<file path="src/rtl/gptr_pkg.sv">
package gptr_pkg;

  // Reflected binary code of a value of up to 32 bits.
  function automatic logic [31:0] gptr_to_gray(input logic [31:0] b);
    return b ^ (b >> 1);
  endfunction

  // First binary code of a window of depth d centred in a 2^w space.
  function automatic int gptr_win_lo(input int w, input int d);
    return (1 << (w - 1)) - (d / 2);
  endfunction

  // Last binary code of the same window.
  function automatic int gptr_win_hi(input int w, input int d);
    return (1 << (w - 1)) + (d / 2) - 1;
  endfunction

endpackage

</file>
<file path="src/rtl/gptr_bin_counter.sv">
module gptr_bin_counter #(
  parameter int PTR_W = 10,
  parameter logic [PTR_W-1:0] LO = '0,
  parameter logic [PTR_W-1:0] HI = '1
) (
  input  logic             clk,
  input  logic             rst_n,
  input  logic             inc_i,
  output logic [PTR_W-1:0] bin_q,
  output logic [PTR_W-1:0] bin_next,
  output logic             wrap_evt
);

  logic at_top;

  assign at_top   = (bin_q == HI);
  assign wrap_evt = inc_i && at_top;

  always_comb begin
    bin_next = bin_q;
    if (inc_i) begin
      if (at_top) bin_next = LO;
      else        bin_next = bin_q + PTR_W'(1);
    end
  end

  always_ff @(posedge clk or negedge rst_n) begin
    if (!rst_n) bin_q <= LO;
    else        bin_q <= bin_next;
  end

  assert_step_R2: assert property (@(posedge clk) disable iff (!rst_n)
    (inc_i && bin_q != HI) |=> (bin_q == $past(bin_q) + PTR_W'(1)));

  assert_hold_R3: assert property (@(posedge clk) disable iff (!rst_n)
    !inc_i |=> $stable(bin_q));

  assert_wrap_R4: assert property (@(posedge clk) disable iff (!rst_n)
    wrap_evt |=> (bin_q == LO));

  assert_range_R8: assert property (@(posedge clk) disable iff (!rst_n)
    (bin_q >= LO) && (bin_q <= HI));

endmodule

</file>
<file path="src/rtl/gptr_gray_reg.sv">
module gptr_gray_reg #(
  parameter int PTR_W = 10,
  parameter logic [PTR_W-1:0] RST_BIN = '0
) (
  input  logic             clk,
  input  logic             rst_n,
  input  logic [PTR_W-1:0] bin_next_i,
  output logic [PTR_W-1:0] gray_q
);
  import gptr_pkg::*;

  localparam logic [PTR_W-1:0] RST_GRAY = PTR_W'(gptr_to_gray(32'(RST_BIN)));

  logic [PTR_W-1:0] gray_next;

  // Conversion sits before the flop, so the crossing sees a pure flop output.
  assign gray_next = PTR_W'(gptr_to_gray(32'(bin_next_i)));

  always_ff @(posedge clk or negedge rst_n) begin
    if (!rst_n) gray_q <= RST_GRAY;
    else        gray_q <= gray_next;
  end

endmodule

</file>
<file path="src/rtl/gptr_index.sv">
module gptr_index #(
  parameter int PTR_W = 10,
  parameter int IDX_W = 10,
  parameter logic [PTR_W-1:0] LO = '0
) (
  input  logic [PTR_W-1:0] bin_i,
  output logic [IDX_W-1:0] idx_o
);

  logic [PTR_W-1:0] diff;

  assign diff  = bin_i - LO;
  assign idx_o = IDX_W'(diff);

endmodule

</file>
<file path="src/rtl/offset_gray_ptr.sv">
module offset_gray_ptr #(
  parameter int DEPTH = 688,
  parameter int PTR_W = $clog2(DEPTH),
  parameter int IDX_W = $clog2(DEPTH)
) (
  input  logic             clk,
  input  logic             rst_n,
  input  logic             inc_i,
  output logic [PTR_W-1:0] ptr_gray_o,
  output logic [PTR_W-1:0] ptr_bin_o,
  output logic [IDX_W-1:0] ptr_idx_o
);
  import gptr_pkg::*;

  localparam logic [PTR_W-1:0] WIN_LO = PTR_W'(gptr_win_lo(PTR_W, DEPTH));
  localparam logic [PTR_W-1:0] WIN_HI = PTR_W'(gptr_win_hi(PTR_W, DEPTH));

  generate
    if ((DEPTH % 2) != 0) begin : g_err_odd
      $error("offset_gray_ptr: DEPTH must be even");
    end
    if (DEPTH < 2) begin : g_err_small
      $error("offset_gray_ptr: DEPTH must be at least 2");
    end
    if (DEPTH > (1 << PTR_W)) begin : g_err_wide
      $error("offset_gray_ptr: DEPTH exceeds 2^PTR_W");
    end
  endgenerate

  logic [PTR_W-1:0] bin_next;
  logic             wrap_evt;
  logic             inc_evt;

  assign inc_evt = inc_i;

  gptr_bin_counter #(
    .PTR_W (PTR_W),
    .LO    (WIN_LO),
    .HI    (WIN_HI)
  ) u_cnt (
    .clk      (clk),
    .rst_n    (rst_n),
    .inc_i    (inc_i),
    .bin_q    (ptr_bin_o),
    .bin_next (bin_next),
    .wrap_evt (wrap_evt)
  );

  gptr_gray_reg #(
    .PTR_W   (PTR_W),
    .RST_BIN (WIN_LO)
  ) u_gray (
    .clk        (clk),
    .rst_n      (rst_n),
    .bin_next_i (bin_next),
    .gray_q     (ptr_gray_o)
  );

  gptr_index #(
    .PTR_W (PTR_W),
    .IDX_W (IDX_W),
    .LO    (WIN_LO)
  ) u_idx (
    .bin_i (ptr_bin_o),
    .idx_o (ptr_idx_o)
  );

  assert_gray_match_R5: assert property (@(posedge clk) disable iff (!rst_n)
    ptr_gray_o == PTR_W'(gptr_to_gray(32'(ptr_bin_o))));

  assert_one_bit_R6: assert property (@(posedge clk) disable iff (!rst_n)
    inc_evt |=> ($countones(ptr_gray_o ^ $past(ptr_gray_o)) == 1));

  assert_wrap_msb_R6: assert property (@(posedge clk) disable iff (!rst_n)
    wrap_evt |=> ((ptr_gray_o ^ $past(ptr_gray_o)) == {1'b1, {(PTR_W-1){1'b0}}}));

  assert_gray_hold_R3: assert property (@(posedge clk) disable iff (!rst_n)
    !inc_evt |=> $stable(ptr_gray_o));

  assert_index_range_R7: assert property (@(posedge clk) disable iff (!rst_n)
    32'(ptr_idx_o) < DEPTH);

endmodule

</file>
<file path="config.mk">
export PLATFORM = sky130hd
export DESIGN_NAME = offset_gray_ptr
export DESIGN_NICKNAME = d
export VERILOG_FILES = /design/src/rtl/gptr_pkg.sv /design/src/rtl/gptr_bin_counter.sv /design/src/rtl/gptr_gray_reg.sv /design/src/rtl/gptr_index.sv /design/src/rtl/offset_gray_ptr.sv
export SDC_FILE = /design/constraint.sdc
export NUM_CORES = 1
export LEC_CHECK = 0
export BUFFER_PORTS_ARGS = -buffer_cell sky130_fd_sc_hd__buf_4
export CORE_ASPECT_RATIO = 1.25
export CORE_MARGIN = 2
export CORE_UTILIZATION = 25
export DETAILED_ROUTE_END_ITERATION = 12
export PLACE_DENSITY_LB_ADDON = 0.08
export SETUP_SLACK_MARGIN = 0.2
export SYNTH_ARGS = -nofsm -noshare
export SYNTH_HDL_FRONTEND = slang
export SYNTH_SLANG_ARGS = --single-unit
export TNS_END_PERCENT = 5
</file>
<file path="constraint.sdc">
create_clock -name clk -period 4.4 [get_ports clk]
set_clock_uncertainty 0.15 [all_clocks]
set_input_delay 0.44 -clock clk [delete_from_list [all_inputs] [get_ports clk]]
set_output_delay 0.44 -clock clk [all_outputs]
set_load 0.02 [all_outputs]
</file>
==> results of run 1 <==
==> cells by family after synthesis <==
family,after synthesis,share of synthesized area [%]
simple gates,43,19.9
mux,3,2.57
buf+inv,18,8.42
compound gates,20,11.9
fa+ha+maj,3,3.08
flops,19,39.9
xor+xnor,18,14.2
==> layer usage <==
metal	track usage (%)	part of all wire (%)	up-vias
li1	-	-	474
met3	1.92	4.9	2
met5	0	0	-
met1	13.1	43	458
met4	3.67	0.90	0
met2	18.1	51	25
==> layout make-up <==
cell class / count / area, sq um
inverter: 6 / 22.5
sequential: 19 / 487
multi-input combinational: 87 / 629
fill: 502 / 3220
clock buffer: 3 / 41.3
tap: 60 / 75.1
clock inverter: 1 / 5.00
timing repair buffer: 33 / 250
==> worst max path at each step <==
stage | from | endpoint | cells after the start
after detailed placement | u_cnt.bin_q[3] | ptr_idx_o[9] | 7
final | u_cnt.bin_q[3] | ptr_idx_o[9] | 7
after global placement | u_cnt.bin_q[3] | ptr_idx_o[9] | 7
after floorplan | u_cnt.bin_q[3] | ptr_idx_o[9] | 7
after CTS | u_cnt.bin_q[3] | ptr_idx_o[9] | 7
after global routing | u_cnt.bin_q[3] | ptr_idx_o[9] | 7
==> Yosys cell counts (2+ instances only) <==
cell type | instances | area (sq um)
dfrtp_1 | 10 | 250
dfstp_2 | 9 | 236
nand2_1 | 9 | 33.8
xnor2_1 | 9 | 78.8
xor2_1 | 8 | 70.1
inv_1 | 6 | 22.5
nor2_1 | 6 | 22.5
o21ai_0 | 6 | 30.0
buf_4 | 5 | 37.5
nand3_1 | 5 | 25.0
nand4_1 | 5 | 31.3
clkbuf_1 | 4 | 15.0
nor3_1 | 4 | 20.0
and3_1 | 3 | 18.8
ha_1 | 3 | 37.5
o21a_1 | 3 | 22.5
buf_6 | 2 | 22.5
mux2i_1 | 2 | 20.0
nor2b_1 | 2 | 12.5
o22ai_1 | 2 | 12.5
==> sequential cells by signal, summed over array words and instances, names as in the netlist <==
signal,flops
u_cnt.bin_q,10
u_gray.gray_q,9
==> metrics by stage <==
stage / power, W / worst slack, ps / utilization, % / cell area [sq um]
floorplan: 0.000725 / 1920 / - / 1220
CTS: 0.00107 / 1840 / 31.9 / 1510
global route: 0.00112 / 1730 / 31.9 / 1510
detailed placement: 0.000938 / 2140 / 30.7 / 1450
global placement: 0.000938 / 2160 / 30.7 / 1450
finish: 0.00105 / 1860 / 31.9 / 1510
==> power by group through the flow <==
stage	Sequential, W	Clock (W)	Combinational [W]
2_1_floorplan	0.000378	0	0.000346
3_3_place_gp	0.000346	0	0.000593
5_1_grt	0.000358	0.000138	0.000628
6_report	0.000344	0.000122	0.000582
4_1_cts	0.000346	0.000131	0.000592
3_5_place_dp	0.000348	0	0.000590
==> layout by cell type, fill, tap and decap left out, drive strengths merged, types with 2 or more instances in the layout <==
cell type and n:
nor2b 2, dfstp 9, inv 6, xor2 8, buf 32, o21ai 6
o22ai 2, nand3 5, clkbuf 3, dfrtp 10, a211oi 2, a21boi 2
o21a 3, nor3 4, mux2i 2, and4 2, nor2 6, nand2 10
xnor2 9, and3 4, ha 3, nand4 5
==> timing repair <==
| item | 4_1_cts | 5_1_grt |
|---|---|---|
| hold buffers | 1 | 0 |
| resized for setup | 0 | 0 |
| endpoints found under the hold margin | 10 | 0 |
==> results.md, run 1 <==
* Final Slew Violations at 0
* Post-CTS Repair Setup Buffers at 0
* R2r setup slk at approximately 2400 ps
* Status: completed
* Worst Reg-to-Reg Cells at 5
* Initial antenna violation count at 0
* Initial core utilization at between 20% and 30%
* Die W at around 66 um
* CP Cell Sequence: inv_1 -> ha_1 -> nor2b_1 -> o21a_1 -> nor2_1 -> xor2_1 -> buf_4
* GRT Overall Usage at approximately a tenth
* Vias in the first global route at ~830
* CP max stage cell: dfstp_2
* Final Hold Viols at 0
* Longest Clk Path Bufs at 2
* Synth warn at 0
* Hold Crit Depth at 2
* FMAX at between 300 and 400 MHz
* Async set-reset flop share out of synthesis at 100%
* Clk pwr share at between 10% and 20%
* Worst skew pair latency at around 250 ps
* Final hold slack at 290 ps
* CTS clk-pin slew, worst paths at ~70 ps
* Remaining DRCs at 0
* Mapped Nets at between 100 and 150
* Max-Cap Viols at 0
* HPWL Detailed at roughly 2.1 mm
* Row count at 28
* Cells after Synth at around 120
* Die ar. at between 5000 and 6000 sq um
* Hold/Removal Path Class: in -> reg
* Core box area at ~4700 sq um
* R2R Path End: u_gray.gray_q[5]
* Sequential fraction of the synthesis area at approximately 40%
* Startpoint of the worst hold path: inc_i
* Main flop type after synthesis: dfrtp_1
* Slew @ Worst Pin at roughly 460 ps
* Mapped cell area at ~1200 sq um
* GP Congestion at just under 0.8
* Final Non-Filler Cells at ~210
* Antenna fix cells at 0
* Worst rel slew slack at 69.1%
* Clk sinks at 19
* Final TNS setup at 0 ps
* Via count at 959
* Crit path DAT at 1950 ps
* Delay-heaviest family, CP: flip-flops
* Max stage delay on crit path at ~700 ps
* CP Max Fanout at 14
* Placed cells at roughly 200
* Total Wirelength at 2.78 mm
* LEAKAGE at approximately 0.70 nW
* RSZ-0062 raised after global routing: no
* Die height at 82.1 um
* Port Buf Inserts at 32
* Fin nets at ~160
* Peak supply drop at about 0.27 mV
* Crit start category: flop
* GRT overflow at 0
* Reg2reg start: u_cnt.bin_q[3]
* WL per Instance at 13.3 um
* H-tree levels at 1
* Num CTS Buffers at 3
* Endpoint, Worst Hold: u_gray.gray_q[0]
* Synth Register Bits at 19
* Seq pwr share at 32.9%
* TritonCTS clock tree: built
* Synthesized area per cell at approximately 9.8 sq um
* First-pass GRT wire length at 4.26 mm
* Pre-antenna DRT Iters at 4
* Critical Path Sink Type: output pin
* Clk root buf: clkbuf_8
* Critical Path RT at between 3000 and 4000 ps
* Syn-to-layout area delta at 23.9%
* Cell Int Power at between 0.0005 and 0.0006 W
* Post-route ant nets at 0
* Switch Pwr at between 0.0004 and 0.0005 W
* Fraction of layout cells with a size suffix above 1 at a little over a third
* EDFF count, synth at 0
* Gate power share at between 50% and 60%
* Largest net degree at the start of global routing at 20
* Kind of critical path: reg -> out
* Fin crit share at 57.8%
* Sw Share at between 40% and 50%
* Final setup viols at 0
* PwrDens at between 600 and 700 nW/um^2
* Min Clock Period, post-route at between 2000 and 3000 ps
* Yosys cell types at 41
* Vias per cell at about 4.6
* Ports at 33
* Crit path buffers/inverters at 2
* 1st-iter DRT viols at 27
Power figures use the tool's default switching activity.
==> run 2: changes to the inputs <==
clock period = 2.5 ns   (was 4.4 ns; I/O delays follow)
==> results.md, run 2 (synthesized netlist as in run 1, its figures left out) <==
* Hold Crit Depth at 2 (unchanged)
* Tot Pwr at 0.00187 W (+78%)
* Crit path DAT at 1750 ps (-200 ps)
* Gate power share at 57.3% (+1.8 points)
* Status: completed
* PwrDens at 1230 nW/um^2 (+77%)
* Post-CTS sizing at 0 (unchanged)
* Largest net degree at the start of global routing at 20 (unchanged)
* FF+latch area at 487 sq um (unchanged)
* R2r setup slk at 470 ps (-1910 ps)
* Reg2reg start: u_cnt.bin_q[3]
* 1st-iter DRT viols at 42 (+56%)
* HPWL Detailed at 2.09 mm (+0.48%)
* Ports at 33 (unchanged)
* Initial core utilization at 25.8% (unchanged)
* CTS clk-pin slew, worst paths at 80 ps (about the same)
* Largest registers: u_cnt.bin_q: 10 flops, u_gray.gray_q: 9 flops
* First-pass GRT wire length at 4.44 mm (+4.2%)
* Final Non-Filler Cells at 210 (+0.48%)
* Most frequent cells in the layout: buf_4, dfrtp_1, xnor2_1, nand2_1, dfstp_2
* Die height at 82.1 um (unchanged)
* H-tree levels at 1 (unchanged)
* Pre-antenna DRT Iters at 4 (unchanged)
* Min Clock Period, post-route at approximately 2200 ps
* Multi-input gate area at 629 sq um (unchanged)
* Slew @ Worst Pin at 471 ps (+7.91 ps)
* Final TNS setup at 0 ps (unchanged)
* Fin nets at 157 (+0.64%)
* R2R Path End: u_gray.gray_q[5]
* Core box area at 4730 sq um (unchanged)
* Crit start category: flop
* Peak supply drop at 0.439 mV (+64%)
* Placed cells at 204 (unchanged)
* Post-route ant nets at 0 (unchanged)
* WL per Instance at 13.4 um (+0.27%)
* Reg with most FFs: u_cnt.bin_q
* Setup WS pre-CTS at 414 ps (-1720 ps)
* Kind of critical path: reg -> out
* Cell Int Power at 0.00105 W (+78%)
* Final setup viols at 0 (unchanged)
* DP Area at 1450 sq um (unchanged)
* Die ar. at 5450 sq um (unchanged)
* Max FFs per register at 10 (unchanged)
* Vias in the first global route at 893 (+7.2%)
* Critical Path Sink Type: output pin
* RSZ-0062 raised after global routing: no
* Setup ws final at 346 ps (-1510 ps)
* Remaining DRCs at 0 (unchanged)
* Die W at 66.4 um (unchanged)
* Vias per cell at 4.69 (+2.1%)
* Final Slew Violations at 0 (unchanged)
* Worst Reg-to-Reg Cells at 6 (+1)
* Hold/Removal Path Class: in -> reg
* Longest Clk Path Bufs at 2 (unchanged)
* LEAKAGE at 0.700 nW (+0.70%)
* Sw Share at 44.0% (+0.14 points)
* Seq pwr share at 30.9% (-2.0 points)
* Final Hold Viols at 0 (unchanged)
* Endpoint, Worst Hold: u_gray.gray_q[0]
* GRT Overall Usage at 11.1% (+0.57 points)
* Clk pwr share at 11.7% (about the same)
* Antenna fix cells at 0 (unchanged)
* TritonCTS clock tree: built
* Max-Cap Viols at 0 (unchanged)
* Fraction of layout cells with a size suffix above 1 at 36.7% (+0.43 points)
* Worst rel slew slack at 68.6% (-0.53 points)
* GP Congestion at 0.781 (+0.44%)
* Fin crit share at 86.1%
* Num CTS Buffers at 3 (unchanged)
* Row count at 28 (unchanged)
* Initial antenna violation count at 0 (unchanged)
* GRT overflow at 0 (unchanged)
* Critical Path RT at 2100 ps (-1710 ps)
* Clk sinks at 19 (unchanged)
* Clk root buf: clkbuf_8
* Total Wirelength at 2.81 mm (+0.75%)
* Fillers at 521 (+3.8%)
* Worst skew pair latency at 260 ps (about the same)
* Via count at 984 (+2.6%)
* FMAX at around 460 MHz
* Syn-to-layout area delta at 24.5%
* Port Buf Inserts at 32 (unchanged)
* Final Instance Area at 1520 sq um (+0.50%)
* Commonest non-fill, non-tap cell in the layout: buf_4
* Switch Pwr at 0.000821 W (+79%)
* CP Max Fanout at 3 (-11)
* Startpoint of the worst hold path: inc_i
## run 2: cell count changes in the layout (fill, tap and decap cells not counted)
cell,previous run,this run
buf_4,32,33
## run 2: area by class of cell
cell class | count | area share, %
clock buffer | 3 | 2.72
clock inverter | 1 | 0.330
inverter | 6 | 1.48
multi-input combinational | 87 | 41.5
sequential | 19 | 32.1
tap | 60 | 4.95
timing repair buffer | 34 | 17.0
## run 2: power by group through the flow
stage | logic, W | registers [W] | clock network (W)
floorplan | 0.000610 | 0.000666 | 0
global placement | 0.00104 | 0.000608 | 0
detailed placement | 0.00104 | 0.000612 | 0
CTS | 0.00109 | 0.000579 | 0.000232
global route | 0.00116 | 0.000596 | 0.000243
finish | 0.00107 | 0.000578 | 0.000219
## run 2: worst max-delay path by stage
stage | endpoint | start
finish | ptr_idx_o[9] | u_cnt.bin_q[3]
global route | ptr_idx_o[9] | u_cnt.bin_q[4]
CTS | ptr_idx_o[9] | u_cnt.bin_q[4]
detailed placement | ptr_idx_o[9] | u_cnt.bin_q[3]
global placement | ptr_idx_o[9] | u_cnt.bin_q[3]
floorplan | ptr_idx_o[9] | u_cnt.bin_q[3]
## run 2: metal layers
| layer | up-vias | wire [um] | track usage (%) |
|---|---|---|---|
| li1 | 477 | - | - |
| met1 | 478 | 1190 | 13.1 |
| met2 | 27 | 1440 | 19.3 |
| met3 | 2 | 152 | 2.60 |
| met4 | 0 | 21 | 4.29 |
| met5 | - | 0 | 0 |
## run 2: critical path, cell delays in order, from the launching register on
cell and delay [ps]:
dfstp_2 550, inv_1 60, ha_1 220, nor2b_1 160, o21a_1 140, nor2_1 50
xor2_1 150, buf_4 170
## run 2: timing repair
item                       CTS  global route
hold endpoints to repair    19             0
hold buffers                 1             0
setup endpoints to repair    1             0
setup buffers                1             0
## run 2: per-stage QoR
stage | hold slack (ps) | utilization (%)
final | 92.3 | 32.1
after global routing | 97.7 | 32.1
after CTS | 89.0 | 32.1
after detailed placement | -3.36 | 30.7
after global placement | -5.27 | 30.7
after floorplan | -196 | -
==> run 3: changes to the inputs <==
CTS_CLUSTER_SIZE = 25   (was default)
clock period = 1.7 ns   (was 2.5 ns; I/O delays follow)
==> results.md, run 3 (synthesized netlist as in run 1, its figures left out) <==
* Gate power share at 67.4% (+10 points)
* Clk root buf: clkbuf_8
* Pre-antenna DRT Iters at 4 (unchanged)
* Worst rel slew slack at 78.3% (+9.7 points)
* GRT Overall Usage at 13.3% (+2.2 points)
* TritonCTS clock tree: built
* Switch Pwr at 0.00140 W (+71%)
* CP Cell Sequence: clkinvlp_4 -> ha_4 -> nor2b_4 -> o21a_1 -> nor2_2 -> xor2_2 -> buf_6
* Reg with most FFs: u_cnt.bin_q
* Largest net degree at the start of global routing at 20 (unchanged)
* Max-Cap Viols at 0 (unchanged)
* DP Area at 1790 sq um (+23%)
* Final hold slack at 110 ps (+17.3 ps)
* Min Clock Period, post-route at 1990 ps
* HPWL Detailed at 2.58 mm (+23%)
* Violated checks: setup timing
* Sw Share at 40.6% (-3.4 points)
* Kind of critical path: reg -> out
* Largest registers: u_cnt.bin_q: 10 flops, u_gray.gray_q: 9 flops
* WL per Instance at 13.1 um (-2.0%)
* Most frequent cells in the layout: buf_4, nand2_1, dfrtp_1, dfstp_2, xor2_1
* Hold/Removal Path Class: in -> reg
* Initial core utilization at 25.8% (unchanged)
* Fin crit share at 117%
* Total Wirelength at 3.31 mm (+18%)
* Fin nets at 200 (+27%)
* Remaining DRCs at 0 (unchanged)
* Crit start category: flop
* Final Instance Area at 1960 sq um (+29%)
* Core box area at 4730 sq um (unchanged)
* Ports at 33 (unchanged)
* Die W at 66.4 um (unchanged)
* LEAKAGE at 0.933 nW (+33%)
* Critical Path RT at 1380 ps (-720 ps)
* 1st-iter DRT viols at 47 (+12%)
* Clk sinks at 19 (unchanged)
* Final setup viols at 11 (+11)
* CP max stage cell: dfstp_2
* Worst skew pair latency at 260 ps (about the same)
* Tot Pwr at 0.00346 W (+85%)
* Fraction of layout cells with a size suffix above 1 at 60.1% (+23 points)
* Final TNS setup at -1440 ps (-1440 ps)
* Met3 global-route usage at 1.92% (-0.68 points)
* CTS clk-pin slew, worst paths at 80 ps (about the same)
* Via count at 1,147 (+17%)
* RSZ-0062 raised after global routing: yes
* Die ar. at 5450 sq um (unchanged)
* H-tree levels at 1 (unchanged)
* Crit path DAT at 1670 ps (-80 ps)
* Syn-to-layout area delta at 60.6%
* GR peak layer: met2
* Vias per cell at 4.53 (-3.2%)
* FMAX at roughly 500 MHz
* Final Slew Violations at 0 (unchanged)
* Die height at 82.1 um (unchanged)
* Fillers at 484 (-7.1%)
* PwrDens at 1770 nW/um^2 (+44%)
* Antenna fix cells at 0 (unchanged)
* Row count at 28 (unchanged)
* CP Max Fanout at 2 (-1)
* Port Buf Inserts at 32 (unchanged)
* Grt met2 use at 25.3% (+6.0 points)
* Slew @ Worst Pin at 323 ps (-148 ps)
* Peak supply drop at 0.599 mV (+37%)
* Status: finished, violations left
* Longest Clk Path Bufs at 2 (unchanged)
* Setup ws final at -291 ps (-637 ps)
* Max FFs per register at 10 (unchanged)
* First-pass GRT wire length at 5.48 mm (+23%)
* Post-route ant nets at 0 (unchanged)
* Max stage delay on crit path at 560 ps (about the same)
* Seq pwr share at 23.3% (-7.6 points)
* Commonest non-fill, non-tap cell in the layout: buf_4
* Clk pwr share at 9.4% (-2.3 points)
* Initial antenna violation count at 0 (unchanged)
* GP Congestion at 0.750 (-3.9%)
* Layout Utilization at 41.4% (+9.3 points)
* Grt met1 use at 14.9% (+1.8 points)
* Vias in the first global route at 1,212 (+36%)
* Num CTS Buffers at 3 (unchanged)
* GRT overflow at 0 (unchanged)
* Final Hold Viols at 0 (unchanged)
* Cell Int Power at 0.00205 W (+96%)
* Critical Path Sink Type: output pin
[run 3: cell types whose count changed in the layout (fill, tap and decap cells not counted), sizes merged]
cell and delta:
inv -1, buf +43, clkinvlp +1
[run 3: area by class of cell]
cell class                      instances  area (sq um)  share of cell area [%]
Clock buffer                            3          41.3                    2.11
Clock inverter                          1          5.00                   0.256
Inverter                                6          26.3                    1.34
Multi-Input combinational cell         87           718                    36.7
Sequential cell                        19           488                    24.9
Tap cell                               60          75.1                    3.84
Timing Repair Buffer                   77           603                    30.8
[run 3: layer usage]
layer / vias to the layer above / wire length, um / part of all wire, %
met5: - / 0 / 0
li1: 562 / - / -
met1: 562 / 1380 / 42
met3: 2 / 115 / 3.5
met4: 0 / 23 / 0.69
met2: 21 / 1800 / 54
[run 3: metrics by stage]
step | cells | setup WS, ps
2_1_floorplan | 124 | -336
3_5_place_dp | 245 | -156
4_1_cts | 252 | -319
6_report | 253 | -291
3_3_place_gp | 245 | -174
5_1_grt | 253 | -373
[run 3: critical path: cells and delay by family, from the launching register on]
kind | cells | cell delay, ps
simple gates | 2 | 150
xor+xnor | 1 | 140
fa+ha+maj | 1 | 180
compound gates | 1 | 150
buf+inv | 2 | 230
flops | 1 | 560
[run 3: final timing paths]
| path | slack [ps] | to | startpoint | cells past startpoint |
|---|---|---|---|---|
| max in group asynchronous | 960 | u_cnt.bin_q[5] | rst_n | 2 |
| min in group asynchronous | 170 | u_gray.gray_q[8] | rst_n | 2 |
| worst min register to register | 460 | u_gray.gray_q[7] | u_cnt.bin_q[8] | 2 |
| worst max register to register | -230 | u_gray.gray_q[5] | u_cnt.bin_q[3] | 7 |
| worst min-delay path | 110 | u_cnt.bin_q[0] | inc_i | 3 |
| worst max-delay path | -290 | ptr_idx_o[9] | u_cnt.bin_q[3] | 7 |
[run 3: what timing repair did]
action	in CTS	in global routing
hold buffers	1	0
pin swaps	6	3
gates cloned	0	0
setup buffers	2	1
setup endpoints to repair	26	28
gates resized for setup	19	7
endpoints found under the hold margin	19	0
[run 3: power by group through the flow]
stage | logic, W | registers, W | clock network (W)
global placement | 0.00209 | 0.000816 | 0
floorplan | 0.000956 | 0.000982 | 0
detailed placement | 0.00210 | 0.000810 | 0
global route | 0.00251 | 0.000829 | 0.000352
finish | 0.00233 | 0.000804 | 0.000323
CTS | 0.00228 | 0.000808 | 0.000339
